File: config.mk
export PLATFORM = sky130hd
export DESIGN_NAME = led_fault_supervisor
export DESIGN_NICKNAME = d
export VERILOG_FILES = /design/src/rtl/lfs_pkg.sv /design/src/rtl/lfs_sync.sv /design/src/rtl/lfs_blank.sv /design/src/rtl/lfs_short_det.sv /design/src/rtl/lfs_restart_seq.sv /design/src/rtl/led_fault_supervisor.sv
export SDC_FILE = /design/constraint.sdc
export NUM_CORES = 1
export LEC_CHECK = 0
export BUFFER_PORTS_ARGS = -buffer_cell sky130_fd_sc_hd__clkbuf_2
export CORE_ASPECT_RATIO = 0.9
export CORE_MARGIN = 4
export CORE_UTILIZATION = 45
export DETAILED_ROUTE_END_ITERATION = 7
export GPL_TIMING_DRIVEN = 0
export SYNTH_ARGS = -nofsm -noshare
export SYNTH_HDL_FRONTEND = slang
export SYNTH_SLANG_ARGS = --single-unit
File: constraint.sdc
create_clock -name clk -period 3.1 [get_ports clk]
set_clock_uncertainty 0.2 [all_clocks]
set_input_delay 0.465 -clock clk [delete_from_list [all_inputs] [get_ports clk]]
set_output_delay 0.465 -clock clk [all_outputs]
set_load 0.02 [all_outputs]
File: src/rtl/lfs_pkg.sv
// Shared types for the LED fault supervisor: fault cause codes and sequencer states.
package lfs_pkg;
    typedef enum logic [2:0] {
        CAUSE_NONE  = 3'd0,
        CAUSE_OVP   = 3'd1,
        CAUSE_OCP   = 3'd2,
        CAUSE_OTP   = 3'd3,
        CAUSE_SHORT = 3'd4
    } cause_e;

    typedef enum logic {
        ST_RUN  = 1'b0,
        ST_HALT = 1'b1
    } seq_state_e;
endpackage

File: src/rtl/lfs_sync.sv
// Multi-bit flop-chain synchronizer for independent asynchronous level flags.
// Assumes each bit is a slow level; no bus coherency is implied across bits.
module lfs_sync #(
    parameter int W      = 1,
    parameter int STAGES = 2
) (
    input  logic         clk,
    input  logic         rst_n,
    input  logic [W-1:0] d,
    output logic [W-1:0] q
);
    logic [W-1:0] stg [STAGES];

    // Shift the asynchronous inputs through the flop chain.
    always_ff @(posedge clk) begin
        if (!rst_n) begin
            for (int i = 0; i < STAGES; i++) stg[i] <= '0;
        end else begin
            stg[0] <= d;
            for (int i = 1; i < STAGES; i++) stg[i] <= stg[i-1];
        end
    end

    assign q = stg[STAGES-1];
endmodule

File: src/rtl/lfs_blank.sv
// Leading-edge blanking of the overcurrent flag.
// Assumes gate_on is a one-cycle strobe; each strobe reopens a BLANK_CYC window.
module lfs_blank #(
    parameter int unsigned BLANK_CYC = 8
) (
    input  logic clk,
    input  logic rst_n,
    input  logic clr,
    input  logic gate_on,
    input  logic ocp_s,
    output logic ocp_trip
);
    localparam int BW = $clog2(BLANK_CYC + 1);
    localparam logic [BW-1:0] LOAD = BW'(BLANK_CYC);

    logic [BW-1:0] bcnt;

    // Reload the window on every turn-on and run it down to zero.
    always_ff @(posedge clk) begin
        if (!rst_n || clr)   bcnt <= '0;
        else if (gate_on)    bcnt <= LOAD;
        else if (bcnt != '0) bcnt <= bcnt - 1'b1;
    end

    assign ocp_trip = ocp_s && (bcnt == '0);

    // directly after a turn-on the flag can never pass the blanking gate.
    assert_blank_after_gate_R4: assert property (@(posedge clk) disable iff (!rst_n)
        (gate_on && !clr) |=> !ocp_trip);
endmodule

File: src/rtl/lfs_short_det.sv
// Shorted-load detector: a persistent continuous-conduction plus maximum-off-time
// signature, sampled on each turn-on, trips after SHORT_CYC monitored cycles.
// Assumes the per-cycle flags are valid on the edge that samples gate_on high.
module lfs_short_det #(
    parameter int unsigned SHORT_CYC = 400000,
    parameter int unsigned MASK_CYC  = 240000
) (
    input  logic clk,
    input  logic rst_n,
    input  logic clr,
    input  logic gate_on,
    input  logic ccm_cycle,
    input  logic toff_max_cycle,
    input  logic first_switch,
    output logic short_hit
);
    localparam int MW = $clog2(MASK_CYC + 1);
    localparam int PW = $clog2(SHORT_CYC);
    localparam logic [MW-1:0] MASK_LOAD = MW'(MASK_CYC);
    localparam logic [PW-1:0] PLAST     = PW'(SHORT_CYC - 1);

    logic          armed;
    logic [MW-1:0] mcnt;
    logic          sig_ok;
    logic [PW-1:0] pcnt;
    logic          mon_en;

    // Arm on the first switching strobe and load the startup mask once.
    always_ff @(posedge clk) begin
        if (!rst_n || clr) begin
            armed <= 1'b0;
            mcnt  <= '0;
        end else if (first_switch && !armed) begin
            armed <= 1'b1;
            mcnt  <= MASK_LOAD;
        end else if (mcnt != '0) begin
            mcnt  <= mcnt - 1'b1;
        end
    end

    assign mon_en = armed && (mcnt == '0);

    // Latch the signature seen at each turn-on.
    always_ff @(posedge clk) begin
        if (!rst_n || clr) sig_ok <= 1'b0;
        else if (gate_on)  sig_ok <= ccm_cycle && toff_max_cycle;
    end

    // Count how long the signature persists while monitoring is live.
    always_ff @(posedge clk) begin
        if (!rst_n || clr || !sig_ok || !mon_en) pcnt <= '0;
        else if (pcnt != PLAST)                  pcnt <= pcnt + 1'b1;
    end

    assign short_hit = mon_en && sig_ok && (pcnt == PLAST);

    // no trip is possible before arming by the first switching strobe.
    assert_no_trip_unarmed_R7: assert property (@(posedge clk) disable iff (!rst_n)
        short_hit |-> armed);
    // a turn-on that lacks the signature removes any pending trip.
    assert_broken_sig_clears_R6: assert property (@(posedge clk) disable iff (!rst_n)
        (gate_on && !(ccm_cycle && toff_max_cycle)) |=> !short_hit);
endmodule

File: src/rtl/lfs_restart_seq.sv
// Fault sequencer: accepts the first fault, holds the inhibit for RESTART_CYC
// cycles, rechecks over-temperature at the interval end, then requests restart.
// Assumes fault inputs are synchronous levels.
module lfs_restart_seq
    import lfs_pkg::*;
#(
    parameter int unsigned RESTART_CYC = 20000000
) (
    input  logic   clk,
    input  logic   rst_n,
    input  logic   ovp,
    input  logic   ocp_trip,
    input  logic   otp,
    input  logic   short_hit,
    output logic   inhibit,
    output logic   restart_req,
    output cause_e cause
);
    localparam int CW = $clog2(RESTART_CYC);
    localparam logic [CW-1:0] LAST = CW'(RESTART_CYC - 1);

    seq_state_e    state;
    logic [CW-1:0] cnt;
    cause_e        first_cause;
    logic          any_fault;

    // Pick the cause to record when several faults coincide.
    always_comb begin
        if (otp)            first_cause = CAUSE_OTP;
        else if (ovp)       first_cause = CAUSE_OVP;
        else if (ocp_trip)  first_cause = CAUSE_OCP;
        else if (short_hit) first_cause = CAUSE_SHORT;
        else                first_cause = CAUSE_NONE;
    end

    assign any_fault = otp || ovp || ocp_trip || short_hit;

    // Run / halt state machine with the auto-restart interval counter.
    always_ff @(posedge clk) begin
        if (!rst_n) begin
            state       <= ST_RUN;
            cnt         <= '0;
            cause       <= CAUSE_NONE;
            restart_req <= 1'b0;
        end else begin
            restart_req <= 1'b0;
            case (state)
                ST_RUN: begin
                    if (any_fault) begin
                        state <= ST_HALT;
                        cnt   <= '0;
                        cause <= first_cause;
                    end
                end
                ST_HALT: begin
                    if (cnt == LAST) begin
                        cnt <= '0;
                        if (!otp) begin
                            state       <= ST_RUN;
                            restart_req <= 1'b1;
                            cause       <= CAUSE_NONE;
                        end
                    end else begin
                        cnt <= cnt + 1'b1;
                    end
                end
                default: state <= ST_RUN;
            endcase
        end
    end

    assign inhibit = (state == ST_HALT);

    // the halt cannot end before the interval counter reaches its end.
    assert_full_interval_R8: assert property (@(posedge clk) disable iff (!rst_n)
        (state == ST_HALT && cnt != LAST) |=> (state == ST_HALT));
    // restart request lasts one cycle and follows a halt.
    assert_restart_pulse_R8: assert property (@(posedge clk) disable iff (!rst_n)
        restart_req |=> !restart_req);
    assert_restart_after_halt_R8: assert property (@(posedge clk) disable iff (!rst_n)
        restart_req |-> ($past(state) == ST_HALT && !inhibit));
    // a still-hot die at the interval end extends the halt.
    assert_otp_extends_R9: assert property (@(posedge clk) disable iff (!rst_n)
        (state == ST_HALT && cnt == LAST && otp) |=> (state == ST_HALT && !restart_req));
    // the recorded cause does not move during a held halt.
    assert_cause_sticky_R10: assert property (@(posedge clk) disable iff (!rst_n)
        (state == ST_HALT && $past(state) == ST_HALT) |-> $stable(cause));
endmodule

File: src/rtl/led_fault_supervisor.sv
// Top of the LED driver fault supervisor. Synchronizes the comparator flags,
// blanks overcurrent, detects a shorted load and sequences auto-restart.
// Assumes gate_on and first_switch are one-cycle strobes in the clk domain.
module led_fault_supervisor #(
    parameter int unsigned BLANK_CYC   = 8,
    parameter int unsigned SHORT_CYC   = 400000,
    parameter int unsigned MASK_CYC    = 240000,
    parameter int unsigned RESTART_CYC = 20000000,
    parameter int          SYNC_STAGES = 2
) (
    input  logic       clk,
    input  logic       rst_n,
    input  logic       ovp_raw,
    input  logic       ocp_raw,
    input  logic       otp_raw,
    input  logic       gate_on,
    input  logic       ccm_cycle,
    input  logic       toff_max_cycle,
    input  logic       first_switch,
    output logic       sw_inhibit,
    output logic       restart_req,
    output logic [2:0] fault_cause
);
    import lfs_pkg::*;

    logic [2:0] flags_s;
    logic       ocp_trip;
    logic       short_hit;
    cause_e     cause;

    lfs_sync #(.W(3), .STAGES(SYNC_STAGES)) u_sync (
        .clk   (clk),
        .rst_n (rst_n),
        .d     ({otp_raw, ocp_raw, ovp_raw}),
        .q     (flags_s)
    );

    lfs_blank #(.BLANK_CYC(BLANK_CYC)) u_blank (
        .clk      (clk),
        .rst_n    (rst_n),
        .clr      (sw_inhibit),
        .gate_on  (gate_on),
        .ocp_s    (flags_s[1]),
        .ocp_trip (ocp_trip)
    );

    lfs_short_det #(.SHORT_CYC(SHORT_CYC), .MASK_CYC(MASK_CYC)) u_short (
        .clk            (clk),
        .rst_n          (rst_n),
        .clr            (sw_inhibit),
        .gate_on        (gate_on),
        .ccm_cycle      (ccm_cycle),
        .toff_max_cycle (toff_max_cycle),
        .first_switch   (first_switch),
        .short_hit      (short_hit)
    );

    lfs_restart_seq #(.RESTART_CYC(RESTART_CYC)) u_seq (
        .clk         (clk),
        .rst_n       (rst_n),
        .ovp         (flags_s[0]),
        .ocp_trip    (ocp_trip),
        .otp         (flags_s[2]),
        .short_hit   (short_hit),
        .inhibit     (sw_inhibit),
        .restart_req (restart_req),
        .cause       (cause)
    );

    assign fault_cause = cause;

    // an inhibit only ever starts with a recorded cause.
    assert_cause_on_halt_R2: assert property (@(posedge clk) disable iff (!rst_n)
        $rose(sw_inhibit) |-> (fault_cause != 3'd0));
    // without an inhibit there is no cause on the output.
    assert_idle_no_cause_R1: assert property (@(posedge clk) disable iff (!rst_n)
        !sw_inhibit |-> (fault_cause == 3'd0));
endmodule

==> impl_metrics.py <==
metrics = {
    "grt": {
        "grt_pass1_wl_mm": 15.0,
        "grt_max_degree": 13,
        "overflow": 0,
        "track_usage_pct": 18.4,
        "antenna_found_initial": 0,
        "grt_pass1_vias": 3047,
    },
    "placed_design": {
        "dp_slack_ps": -73.0,
        "dpl.hpwl_mm": 6.18,
        "gp_congestion": 0.866,
        "post_dp_cell_area_um2": 4080,
        "io_buffer_count": 13,
    },
    "routing": {
        "wl_per_cell_um": 14.3,
        "routed_wl_mm": 8.65,
        "post-route-drc-count": 0,
        "num_vias": 3335,
        "detail-route-antenna-nets": 0,
        "first_pass_iters": 4,
        "drt_iter0_markers": 143,
        "avgViaCountPerCell": 5.51,
    },
    "worst_hold_path": {
        "hold_path_startpoint": "first_switch",
        "min_delay_path_depth": 3,
        "hold_path.class": "input pin to register",
    },
    "synth": {
        "postSynthAreaPerCell_um2": 8.37,
        "synth_seq_cells": 79,
        "synth_top_family_by_area": "simple AND/OR/NAND/NOR gates",
        "synth_mux_area_share_pct": 0.517,
        "synth_compound_area_share_pct": 13.2,
        "yosys_warnings": 0,
        "synth_nets": 476,
        "synth-async-reset-ratio_pct": 0,
        "synth_ff_type": "dfxtp_1",
        "yosysTopAreaCell": "dfxtp_1",
        "synth_cell_types": 53,
        "synth-xor-area-share_pct": 7.92,
        "synth_edf_count": 0,
        "yosysTopAreaCellShare_pct": 40.9,
        "synth.most_common_cell": "dfxtp_1",
        "synth_fa_ha_area_share_pct": 1.62,
        "yosys.area_share.simple_pct": 31.8,
        "synth_area_leaders": "dfxtp_1, nor2_1, xor2_1",
        "synth_common_cells": "dfxtp_1, nor2_1, nand2_1",
        "synth_seq_area_share_pct": 40.9,
        "netlist_area_um2": 3870,
        "synthCells": 462,
    },
    "clock_tree": {
        "numCtsBuffers": 9,
        "hold_buffers": 0,
        "post_cts_buffers": 0,
        "worstSkewPairLatency_ps": 350,
        "root_buffer": "clkbuf_8",
        "cts_tree": "built",
        "htreeDepth": 3,
        "clk_pin_slew_ps": 80,
        "cts.sinks": 79,
        "cts_buffer_depth": 2,
    },
    "sta": {
        "timing.final.crit_share_pct": 92.4,
        "fmax_mhz": 349,
        "report.final.slew_viol_count": 0,
        "relSlewSlack_pct": 49.4,
        "tightest_slew_ps": 757,
        "setup_viol": 0,
        "min_period_ps": 2870,
        "hold_violations": 0,
        "setup_slack_ps": 235,
        "rsz0062_at_grt": "false",
    },
    "setup_path": {
        "cp-startpoint": "u_short.mcnt[11]",
        "r2r_cells": 6,
        "worst_setup_path_start_kind": "register",
        "cp-end-kind": "register",
        "crit_arrival_ps": 2910,
        "critPathMaxFanout": 10,
        "crit_type": "register to register",
        "rr_startpoint": "u_short.mcnt[11]",
        "cp.required_ps": 3140,
    },
    "status": {
        "outcome": "finished clean",
    },
    "power": {
        "irDropWorstVdd_v": 0.000303,
        "power.leakage_nw": 1.55,
        "power_frac_seq_pct": 45.7,
        "p_comb_share_pct": 21.1,
        "power.density_nw_per_um2": 577,
        "p_int_mw": 1.77,
        "clkPwrFrac_pct": 33.2,
        "p_switching_uw": 726,
        "power_mw": 2.49,
        "p_sw_share_pct": 29.1,
    },
    "floorplan": {
        "coreArea_um2": 8220,
        "die_h_um": 96.0,
        "die_area_um2": 10100,
        "die_w_um": 106,
        "io_pins": 14,
        "initial_core_util_pct": 47.0,
        "rows": 31,
    },
    "final_layout": {
        "final_nets": 500,
        "drive_above_1_share_pct": 9.18,
        "diodes": 0,
        "final_area_um2": 4320,
        "synthToLayoutAreaGrowth_pct": 11.7,
        "final_core_util_pct": 52.5,
        "n_fill_cell": 810,
    },
    "job": {
        "maxCapViolations": 0,
    },
}
[flip-flops by register name, indices dropped and copies added (netlist names)]
register / count
u_blank.bcnt: 4
u_seq.cause: 3
u_seq.cnt: 25
u_seq.inhibit: 1
u_seq.restart_req: 1
u_short.armed: 1
u_short.mcnt: 18
u_short.pcnt: 19
u_short.sig_ok: 1
u_sync.stg: 6
[cell families after synthesis]
logic type      count (synthesis)
xor+xnor                       35
simple gates                  228
mux                             2
compound gates                 77
buf+inv                        36
flops                          79
fa+ha+maj                       5
[metrics by stage]
| step | hold WS [ps] | cells | TNS, ps |
|---|---|---|---|
| CTS | 123 | 605 | 0 |
| floorplan | 212 | 462 | 0 |
| global placement | 218 | 590 | -1200 |
| detailed placement | 224 | 590 | -614 |
| global route | 121 | 605 | 0 |
| finish | 142 | 605 | 0 |
[layout by cell type, fill, tap and decap left out, drive strengths merged, types with 2 or more instances in the layout]
| cell | netlist | layout |
|---|---|---|
| clkbuf | 19 | 44 |
| o2111ai | 2 | 2 |
| a211o | 6 | 6 |
| nor4 | 15 | 15 |
| a22o | 6 | 6 |
| and2 | 8 | 8 |
| or4b | 3 | 3 |
| bufinv | 0 | 2 |
| nor2 | 51 | 51 |
| nand3 | 30 | 30 |
| nand2 | 33 | 33 |
| dfxtp | 79 | 79 |
| ha | 5 | 5 |
| a22oi | 2 | 2 |
| or2 | 2 | 2 |
| o211ai | 6 | 6 |
| or3 | 9 | 9 |
| o31ai | 2 | 2 |
| clkinv | 0 | 2 |
| and3 | 13 | 13 |
| inv | 11 | 11 |
| o21ai | 12 | 12 |
| nand4b | 2 | 2 |
| a31oi | 10 | 10 |
| or4 | 14 | 14 |
| nand4 | 14 | 14 |
| and4 | 4 | 4 |
| buf | 6 | 5 |
| a21oi | 20 | 20 |
| nor3 | 16 | 16 |
| mux2i | 2 | 2 |
| xnor2 | 17 | 17 |
| nor3b | 2 | 2 |
| nand2b | 7 | 7 |
| xor2 | 18 | 18 |
| o21a | 2 | 2 |
[worst max-delay path, stage by stage (launching register included)]
cell,delay (ps)
dfxtp_1,360
or4_4,590
nor4_4,460
nand4_1,240
and2_1,270
clkbuf_1,280
a211o_1,360
[power by group through the flow]
stage	registers (mW)	logic, mW	clock network (mW)
5_1_grt	1.15	0.601	0.906
2_1_floorplan	1.15	0.408	0
3_3_place_gp	1.16	0.507	0
6_report	1.14	0.526	0.828
4_1_cts	1.14	0.527	0.860
3_5_place_dp	1.16	0.512	0
[layout make-up]
type	instances	area (µm²)	share of cell area (%)
multi-input combinational	347	2160	50.0
sequential	79	1580	36.6
tap	115	144	3.33
clock buffer	11	141	3.27
buffer	25	115	2.66
clock inverter	4	70.1	1.62
timing repair buffer	13	65.1	1.51
inverter	11	41.3	0.956
[routing by layer]
layer	share of wire (%)	vias up	wire [µm]	global-route usage, %
met5	0	-	0	0
met4	0.72	0	62	4.21
met3	5.4	6	469	5.16
met1	51	1527	4450	26.5
li1	-	1737	-	-
met2	42	65	3670	27.4
[worst paths after layout]
check	to	slack, ps
worst max register to register	u_seq.cnt[22]	230
worst min register to register	u_sync.stg[0][4]	240
worst max-delay path	u_seq.cnt[22]	230
worst min-delay path	u_short.armed	140
[timing repair]
action                                  in CTS  in global routing
endpoints found under the setup margin      12                 11
resized for setup                            2                  3
gates cloned                                 0                  0
Note: power is estimated with default switching activity, not from simulation.
